**src/rtl/hzc_pkg.sv**
```systemverilog
package hzc_pkg;
  localparam int ICODE_W = 4;
  localparam int REG_W   = 4;
  localparam int STAT_W  = 2;

  localparam logic [REG_W-1:0]  REG_NONE = '1;
  localparam logic [STAT_W-1:0] ST_OK    = '0;

  typedef enum logic [ICODE_W-1:0] {
    IC_HALT  = 4'h0,
    IC_NOP   = 4'h1,
    IC_RRMV  = 4'h2,
    IC_IRMV  = 4'h3,
    IC_RMMV  = 4'h4,
    IC_MRMV  = 4'h5,
    IC_ALU   = 4'h6,
    IC_JMP   = 4'h7,
    IC_CALL  = 4'h8,
    IC_RET   = 4'h9,
    IC_PUSH  = 4'hA,
    IC_POP   = 4'hB
  } icode_e;
endpackage

```
**src/rtl/hzc_load_use.sv**
```systemverilog
module hzc_load_use
  import hzc_pkg::*;
(
  input  logic [ICODE_W-1:0] e_icode,
  input  logic [REG_W-1:0]   e_dst_m,
  input  logic [REG_W-1:0]   d_src_a,
  input  logic [REG_W-1:0]   d_src_b,
  output logic               hazard
);
  logic is_load;
  logic dst_live;
  logic hit;

  always_comb begin
    is_load  = (e_icode == IC_MRMV) || (e_icode == IC_POP);
    dst_live = (e_dst_m != REG_NONE);
    hit      = (e_dst_m == d_src_a) || (e_dst_m == d_src_b);
    hazard   = is_load && dst_live && hit;
  end
endmodule

```
**src/rtl/hzc_flow.sv**
```systemverilog
module hzc_flow
  import hzc_pkg::*;
(
  input  logic [ICODE_W-1:0] d_icode,
  input  logic [ICODE_W-1:0] e_icode,
  input  logic [ICODE_W-1:0] m_icode,
  input  logic               e_cnd,
  output logic               ret_pending,
  output logic               mispredict
);
  localparam int NSTG = 3;
  logic [ICODE_W-1:0] stg_code [NSTG];
  logic [NSTG-1:0]    stg_ret;

  always_comb begin
    stg_code[0] = d_icode;
    stg_code[1] = e_icode;
    stg_code[2] = m_icode;
  end

  for (genvar g = 0; g < NSTG; g++) begin : g_ret
    assign stg_ret[g] = (stg_code[g] == IC_RET);
  end

  always_comb begin
    ret_pending = |stg_ret;
    mispredict  = (e_icode == IC_JMP) && !e_cnd;
  end
endmodule

```
**src/rtl/hzc_exc.sv**
```systemverilog
module hzc_exc
  import hzc_pkg::*;
(
  input  logic              clk,
  input  logic              rst_n,
  input  logic [STAT_W-1:0] m_stat,
  input  logic [STAT_W-1:0] w_stat,
  output logic              fault_any,
  output logic              stop_now
);
  logic stop_q;
  logic stop_d;
  logic stop_en;
  logic w_fault;

  always_comb begin
    w_fault   = (w_stat != ST_OK);
    stop_en   = w_fault && !stop_q;
    stop_d    = 1'b1;
    stop_now  = stop_q || w_fault;
    fault_any = stop_now || (m_stat != ST_OK);
  end

  always_ff @(posedge clk or negedge rst_n) begin
    if (!rst_n)       stop_q <= 1'b0;
    else if (stop_en) stop_q <= stop_d;
  end
endmodule

```
**src/rtl/hzc_ctrl.sv**
```systemverilog
module hzc_ctrl
  import hzc_pkg::*;
(
  input  logic              clk,
  input  logic              rst_n,
  input  logic [3:0]        d_icode,
  input  logic [3:0]        e_icode,
  input  logic [3:0]        m_icode,
  input  logic [3:0]        d_src_a,
  input  logic [3:0]        d_src_b,
  input  logic [3:0]        e_dst_m,
  input  logic              e_cnd,
  input  logic [1:0]        m_stat,
  input  logic [1:0]        w_stat,
  output logic              f_stall,
  output logic              d_stall,
  output logic              d_bubble,
  output logic              e_bubble,
  output logic              m_bubble,
  output logic              w_stall,
  output logic              cc_en
);
  logic lu_haz;
  logic ret_p;
  logic mis_p;
  logic flt;
  logic stp;

  hzc_load_use u_lu (
    .e_icode (e_icode),
    .e_dst_m (e_dst_m),
    .d_src_a (d_src_a),
    .d_src_b (d_src_b),
    .hazard  (lu_haz)
  );

  hzc_flow u_flow (
    .d_icode     (d_icode),
    .e_icode     (e_icode),
    .m_icode     (m_icode),
    .e_cnd       (e_cnd),
    .ret_pending (ret_p),
    .mispredict  (mis_p)
  );

  hzc_exc u_exc (
    .clk       (clk),
    .rst_n     (rst_n),
    .m_stat    (m_stat),
    .w_stat    (w_stat),
    .fault_any (flt),
    .stop_now  (stp)
  );

  always_comb begin
    f_stall  = lu_haz || ret_p;
    d_stall  = lu_haz;
    d_bubble = mis_p || (ret_p && !lu_haz);
    e_bubble = mis_p || lu_haz;
    m_bubble = flt;
    w_stall  = stp;
    cc_en    = (e_icode == IC_ALU) && !flt;
  end
endmodule

```
**config.mk**
```make
export PLATFORM = sky130hd
export DESIGN_NAME = hzc_ctrl
export DESIGN_NICKNAME = d
export VERILOG_FILES = /design/src/rtl/hzc_pkg.sv /design/src/rtl/hzc_load_use.sv /design/src/rtl/hzc_flow.sv /design/src/rtl/hzc_exc.sv /design/src/rtl/hzc_ctrl.sv
export SDC_FILE = /design/constraint.sdc
export NUM_CORES = 1
export LEC_CHECK = 0
export ABC_AREA = 1
export BUFFER_PORTS_ARGS = -buffer_cell sky130_fd_sc_hd__clkbuf_2
export CAP_MARGIN = 40
export CORE_AREA = 3 3 40 42
export CTS_BUF_LIST = sky130_fd_sc_hd__clkbuf_4 sky130_fd_sc_hd__clkbuf_8
export DETAILED_ROUTE_END_ITERATION = 7
export DIE_AREA = 0 0 43 45
export PLACE_DENSITY_LB_ADDON = 0.3
export SLEW_MARGIN = 20
export SYNTH_ARGS = -nofsm -noshare
export SYNTH_HDL_FRONTEND = slang
export SYNTH_SLANG_ARGS = --single-unit
```
**constraint.sdc**
```tcl
create_clock -name clk -period 1.8 [get_ports clk]
set_clock_uncertainty 0.15 [all_clocks]
set_input_delay 0.27 -clock clk [delete_from_list [all_inputs] [get_ports clk]]
set_output_delay 0.27 -clock clk [all_outputs]
set_load 0.05 [all_outputs]
```
==> flow_metrics.env, run 1 <==
export IMPL_fillerInstances=139
export IMPL_endpoint_kind="primary output"
export IMPL_avgSynthCellArea_um2=4.52
export IMPL_crit_family="simple AND/OR/NAND/NOR gates"
export IMPL_row_count=13
export IMPL_dr_pass1_iters=6
export IMPL_place_hpwl_um=883
export IMPL_path_cells="clkbuf_2, nor2_4, nand2_4, or3_4, nor2_4, buf_2"
export IMPL_cp_start_kind="input port"
export IMPL_final_max_slew_viol_count=0
export IMPL_drive_above_1_share_pct=40.7
export IMPL_detail_route_wl_per_cell_um=7.22
export IMPL_cts_reportedPaths_clkPinSlew_ns=0
export IMPL_port_buffer_count=37
export IMPL_viasPerCell=4.19
export IMPL_wl_um=924
export IMPL_grt_pass1_wl_um=1550
export IMPL_path_common_cell="nor2_4"
export IMPL_synth_fa_ha_area_share_pct=0
export IMPL_grt_max_degree=6
export IMPL_synth_xor_area_share_pct=0
export IMPL_layout_common_cells="clkbuf_2, nand2_1, inv_1"
export IMPL_gr_usage_met3_pct=0
export IMPL_synth_compound_area_share_pct=1.48
export IMPL_tightest_slew_ns=0.284
export IMPL_synthDistinctLibCells=12
export IMPL_setup_violations=0
export IMPL_dieArea_um2=1940
export IMPL_hold_depth=2
export IMPL_max_freq_mhz=581
export IMPL_cts_setup_buffers=0
export IMPL_hold_viol=0
export IMPL_path_buf_inv=2
export IMPL_drtIter0Drc=7
export IMPL_crit_fanout=2
export IMPL_p_leak_nw=0.418
export IMPL_yosysSeqAreaShare_pct=7.38
export IMPL_crit_type="input port to primary output"
export IMPL_die_h_um=45
export IMPL_grt_use_met2_pct=17.1
export IMPL_drtAntennaViolNets=0
export IMPL_initial_core_util_pct=26.4
export IMPL_layout_commonest_cell="clkbuf_2"
export IMPL_grt_remaining_overflow=0
export IMPL_clkLatencyLatePin_ns=0
export IMPL_regMostFlops="u_exc.stop_q"
export IMPL_first_global_vias=436
export IMPL_synth_seq_cells=1
export IMPL_synthSimpleGateAreaFrac_pct=71.2
export IMPL_track_usage_pct=9.47
export IMPL_fin_crit_ns=1.72
export IMPL_hp_class="flop to flop"
export IMPL_area_growth_pct=67.5
export IMPL_critical_path_arrival_ns=1.30
export IMPL_drc=0
export IMPL_worstRegToRegCells=2
export IMPL_ioPinCount=38
export IMPL_powerDensity_nw_per_um2=232
export IMPL_synth_top_family_by_area="simple AND/OR/NAND/NOR gates"
export IMPL_status="finished, final reports clean"
export IMPL_fin_crit_sh_pct=95.7
export IMPL_mappedNetlistArea_um2=339
export IMPL_slew_headroom_pct=81.2
export IMPL_crit_path_max_incr_delay_ns=0.39
export IMPL_netlist_instances=75
export IMPL_grt_most_used_layer="met2"
export IMPL_n_antenna_cell=0
export IMPL_peakVddDrop_v=0.000151
export IMPL_worst_path_stages=6
export IMPL_synth_net_count=106
export IMPL_reg_top3="u_exc.stop_q x1"
export IMPL_rsz0062_at_grt="no"
export IMPL_required_ns=1.38
export IMPL_vias=536
export IMPL_nets=146
export IMPL_largest_register_ffs=1
export IMPL_drv_cap=0
export IMPL_synth_warnings=0
export IMPL_finish_utilization_pct=44.2
export IMPL_core_area_um2=1280
export IMPL_antenna_found_initial=0
export IMPL_cp_slowest_cell="or3_4"
export IMPL_use_met1_pct=13.6
export IMPL_place_gp_congestion=0.724
export IMPL_fin_setup_tns_ns=0
export IMPL_chipWidth_um=43
export IMPL_muxShareOfSynthArea_pct=0
-- cell usage after synthesis --
| master | instances | share of area, % |
|---|---|---|
| a21oi_1 | 1 | 1.5 |
| dfrtp_1 | 1 | 7.4 |
| nand4_1 | 3 | 5.5 |
| or3_1 | 1 | 1.8 |
| nand3_1 | 4 | 5.9 |
| inv_1 | 16 | 18 |
| nor2_1 | 7 | 7.8 |
| nand2_2 | 2 | 3.7 |
| inv_2 | 2 | 2.2 |
| nor2_2 | 3 | 5.5 |
| nand2_1 | 34 | 38 |
| or3_4 | 1 | 3.3 |
-- per-stage QoR --
step           area, µm²  power, mW  instances  hold WS [ns]  setup WS, ns
2_1_floorplan        354     0.0809         75        -0.176        0.0128
3_3_place_gp         558      0.128        127        -0.105        0.0700
3_5_place_dp         558      0.130        127        -0.102        0.0518
4_1_cts              568      0.133        128         0.310        0.0516
5_1_grt              568      0.145        128         0.321        0.0172
6_report             568      0.132        128         0.308        0.0775
-- cells by family (layout without fill, tap and decap cells) --
kind of cell           after synthesis  after routing
AND/OR/NAND/NOR                     55             55
AO/OA/AOI/OAI                        1              1
buffers and inverters               18             56
flip-flops                           1              1
-- tightest hold or removal path, delay by kind of cell, from the launching register on --
family        cells  cell delay (ns)
simple gates      1             0.06
flops             1             0.31
buf+inv           1             0.05
-- area by class of cell --
cell class                      instances  area [µm²]  share of cell area [%]
Inverter                               18        67.6                    11.9
Multi-Input combinational cell         56         262                    46.0
Sequential cell                         1        25.0                    4.41
Tap cell                               15        18.8                    3.30
Timing Repair Buffer                   38         195                    34.4
-- final timing paths --
kind                                          start                        to  slack, ns
hold reg to reg            u_exc.stop_q$_DFFE_PN0P_  u_exc.stop_q$_DFFE_PN0P_       0.31
setup reg to reg           u_exc.stop_q$_DFFE_PN0P_  u_exc.stop_q$_DFFE_PN0P_       1.06
setup / recovery                          w_stat[1]                     cc_en       0.08
hold / removal             u_exc.stop_q$_DFFE_PN0P_  u_exc.stop_q$_DFFE_PN0P_       0.31
min in group asynchronous                     rst_n  u_exc.stop_q$_DFFE_PN0P_       0.44
max in group asynchronous                     rst_n  u_exc.stop_q$_DFFE_PN0P_       0.97
-- layer usage --
metal | share of wire, % | up-vias
met2 | 49 | 18
met1 | 42 | 218
met3 | 8.2 | 0
li1 | - | 300
met4 | 0 | 0
met5 | 0 | -
-- what timing repair did --
item,4_1_cts,5_1_grt
endpoints found under the hold margin,1,0
resized for setup,0,1
hold buffers,1,0
setup endpoints to repair,0,1
-- report_power, final --
| part | internal (mW) | switching [mW] |
|---|---|---|
| combinational | 0.0455 | 0.0633 |
| sequential | 0.0229 | 0 |
| clock | 0 | 0 |
(Power assumes the default switching activity.)
==> run 2, diff against run 1 <==
CTS_BUF_LIST = sky130_fd_sc_hd__clkbuf_8 sky130_fd_sc_hd__clkbuf_16   (was sky130_fd_sc_hd__clkbuf_4 sky130_fd_sc_hd__clkbuf_8)
PLACE_DENSITY_LB_ADDON = unset   (was 0.3)
==> run 2 against run 1 <==
Against the previous run: global-route usage grew 0.32 points; core utilization unchanged; critical path depth unchanged; total power shrank 1.0%; flip-flop and latch count did not move; fmax fell by 0.22%; wire length is 6.3% lower; sequential share of layout area stayed put; sequential power barely moved.
==> flow_metrics.env, run 2 (same netlist as run 1, synthesis figures left out) <==
export IMPL_vias=518
export IMPL_combPwrFrac_pct=82.4
export IMPL_detail_route_wl_per_cell_um=6.77
export IMPL_drv_cap=0
export IMPL_initial_core_util_pct=26.4
export IMPL_fin_crit_ns=1.73
export IMPL_dieArea_um2=1940
export IMPL_drive_above_1_share_pct=40.7
export IMPL_fin_crit_sh_pct=95.9
export IMPL_r2r_start="u_exc.stop_q$_DFFE_PN0P_"
export IMPL_cts_reportedPaths_clkPinSlew_ns=0
export IMPL_rsz0062_at_grt="no"
export IMPL_drtAntennaViolNets=0
export IMPL_fillerInstances=147
export IMPL_chipWidth_um=43
export IMPL_grt_pass1_wl_um=1590
export IMPL_max_freq_mhz=579
export IMPL_stdcell_count=128
export IMPL_critical_path_arrival_ns=1.31
export IMPL_hold_viol=0
export IMPL_crit_fanout=2
export IMPL_crit_type="input port to primary output"
export IMPL_place_hpwl_um=815
export IMPL_largest_register_ffs=1
export IMPL_layout_common_cells="clkbuf_2, nand2_1, inv_1"
export IMPL_min_from="u_exc.stop_q$_DFFE_PN0P_"
export IMPL_wl_um=866
export IMPL_grt_remaining_overflow=0
export IMPL_clkPwrFrac_pct=0
export IMPL_dp_cells=127
export IMPL_p_leak_nw=0.418
export IMPL_rrSetupSlack_ns=1.06
export IMPL_layout_commonest_cell="clkbuf_2"
export IMPL_die_h_um=45
export IMPL_row_count=13
export IMPL_tightest_slew_ns=0.284
export IMPL_track_usage_pct=9.79
export IMPL_area_growth_pct=67.5
export IMPL_fin_setup_tns_ns=0
export IMPL_setup_violations=0
export IMPL_grt_max_degree=6
export IMPL_hold_depth=2
export IMPL_n_antenna_cell=0
export IMPL_port_buffer_count=37
export IMPL_final_max_slew_viol_count=0
export IMPL_ioPinCount=38
export IMPL_peakVddDrop_v=0.000130
export IMPL_hp_class="flop to flop"
export IMPL_pwr_share_seq_pct=17.6
export IMPL_r2r_end="u_exc.stop_q$_DFFE_PN0P_"
export IMPL_place_gp_congestion=0.705
export IMPL_p_int_uw=68.4
export IMPL_slew_headroom_pct=81.2
export IMPL_nets=146
export IMPL_power_switching_uw=62.0
export IMPL_status="finished, final reports clean"
export IMPL_cp_start_kind="input port"
export IMPL_regMostFlops="u_exc.stop_q"
export IMPL_antenna_found_initial=0
export IMPL_drtIter0Drc=1
export IMPL_reg_top3="u_exc.stop_q x1"
export IMPL_cts_setup_buffers=0
export IMPL_worstRegToRegCells=2
export IMPL_drc=0
export IMPL_clkLatencyLatePin_ns=0
export IMPL_core_area_um2=1280
export IMPL_powerDensity_nw_per_um2=229
export IMPL_viasPerCell=4.05
export IMPL_first_global_vias=439
export IMPL_endpoint_kind="primary output"
export IMPL_dr_pass1_iters=3
export IMPL_p_sw_share_pct=47.6
export IMPL_required_ns=1.38
export IMPL_min_to="u_exc.stop_q$_DFFE_PN0P_"
==> run 2: cell counts in the layout (fill, tap and decap cells not counted) <==
No cell type changed its count.
==> run 2: worst max-delay path by stage <==
stage	start	to	slack, ns	cells after the start
6_report	w_stat[1]	cc_en	0.07	6
2_1_floorplan	u_exc.stop_q$_DFFE_PN0P_	cc_en	0.01	4
3_5_place_dp	w_stat[1]	cc_en	0.06	6
3_3_place_gp	w_stat[1]	cc_en	0.07	6
4_1_cts	w_stat[1]	cc_en	0.05	6
5_1_grt	w_stat[1]	cc_en	0.01	6
==> run 2: layer usage <==
metal	GRT usage (%)	routed length (µm)	vias to the layer above
li1	-	-	300
met4	0	0	0
met5	0	0	-
met3	0.797	129	0
met2	16.8	362	29
met1	14.3	374	189
==> run 2: area by class of cell <==
type                       count  area, µm²  area share [%]
inverter                      18       67.6            11.9
multi-input combinational     56        262            46.0
sequential                     1       25.0            4.41
tap                           15       18.8            3.30
timing repair buffer          38        195            34.4
==> run 2: repair_timing <==
action	CTS	global route
setup endpoints to repair	0	1
hold buffers	1	0
hold endpoints to repair	1	0
gates resized for setup	0	1
==> run 2: power groups by stage <==
stage               clock network, mW  registers (mW)  logic, mW
global placement                    0          0.0229      0.106
CTS                                 0          0.0229      0.109
detailed placement                  0          0.0229      0.107
finish                              0          0.0229      0.107
global route                        0          0.0229      0.124
floorplan                           0          0.0229     0.0580
==> run 2: metrics by stage <==
step	setup WS (ns)	area, µm²	utilization, %	hold slack (ns)	power [mW]
4_1_cts	0.0536	568	44.2	0.307	0.132
2_1_floorplan	0.0128	354	-	-0.176	0.0809
5_1_grt	0.0101	568	44.2	0.315	0.147
3_5_place_dp	0.0562	558	43.4	-0.101	0.130
6_report	0.0737	568	44.2	0.305	0.130
3_3_place_gp	0.0664	558	43.4	-0.104	0.129
==> run 2: worst max-delay path, stage by stage <==
cell and delay, ns:
clkbuf_2 0.10, nor2_4 0.13, nand2_4 0.06, or3_4 0.39, nor2_4 0.10, buf_2 0.26
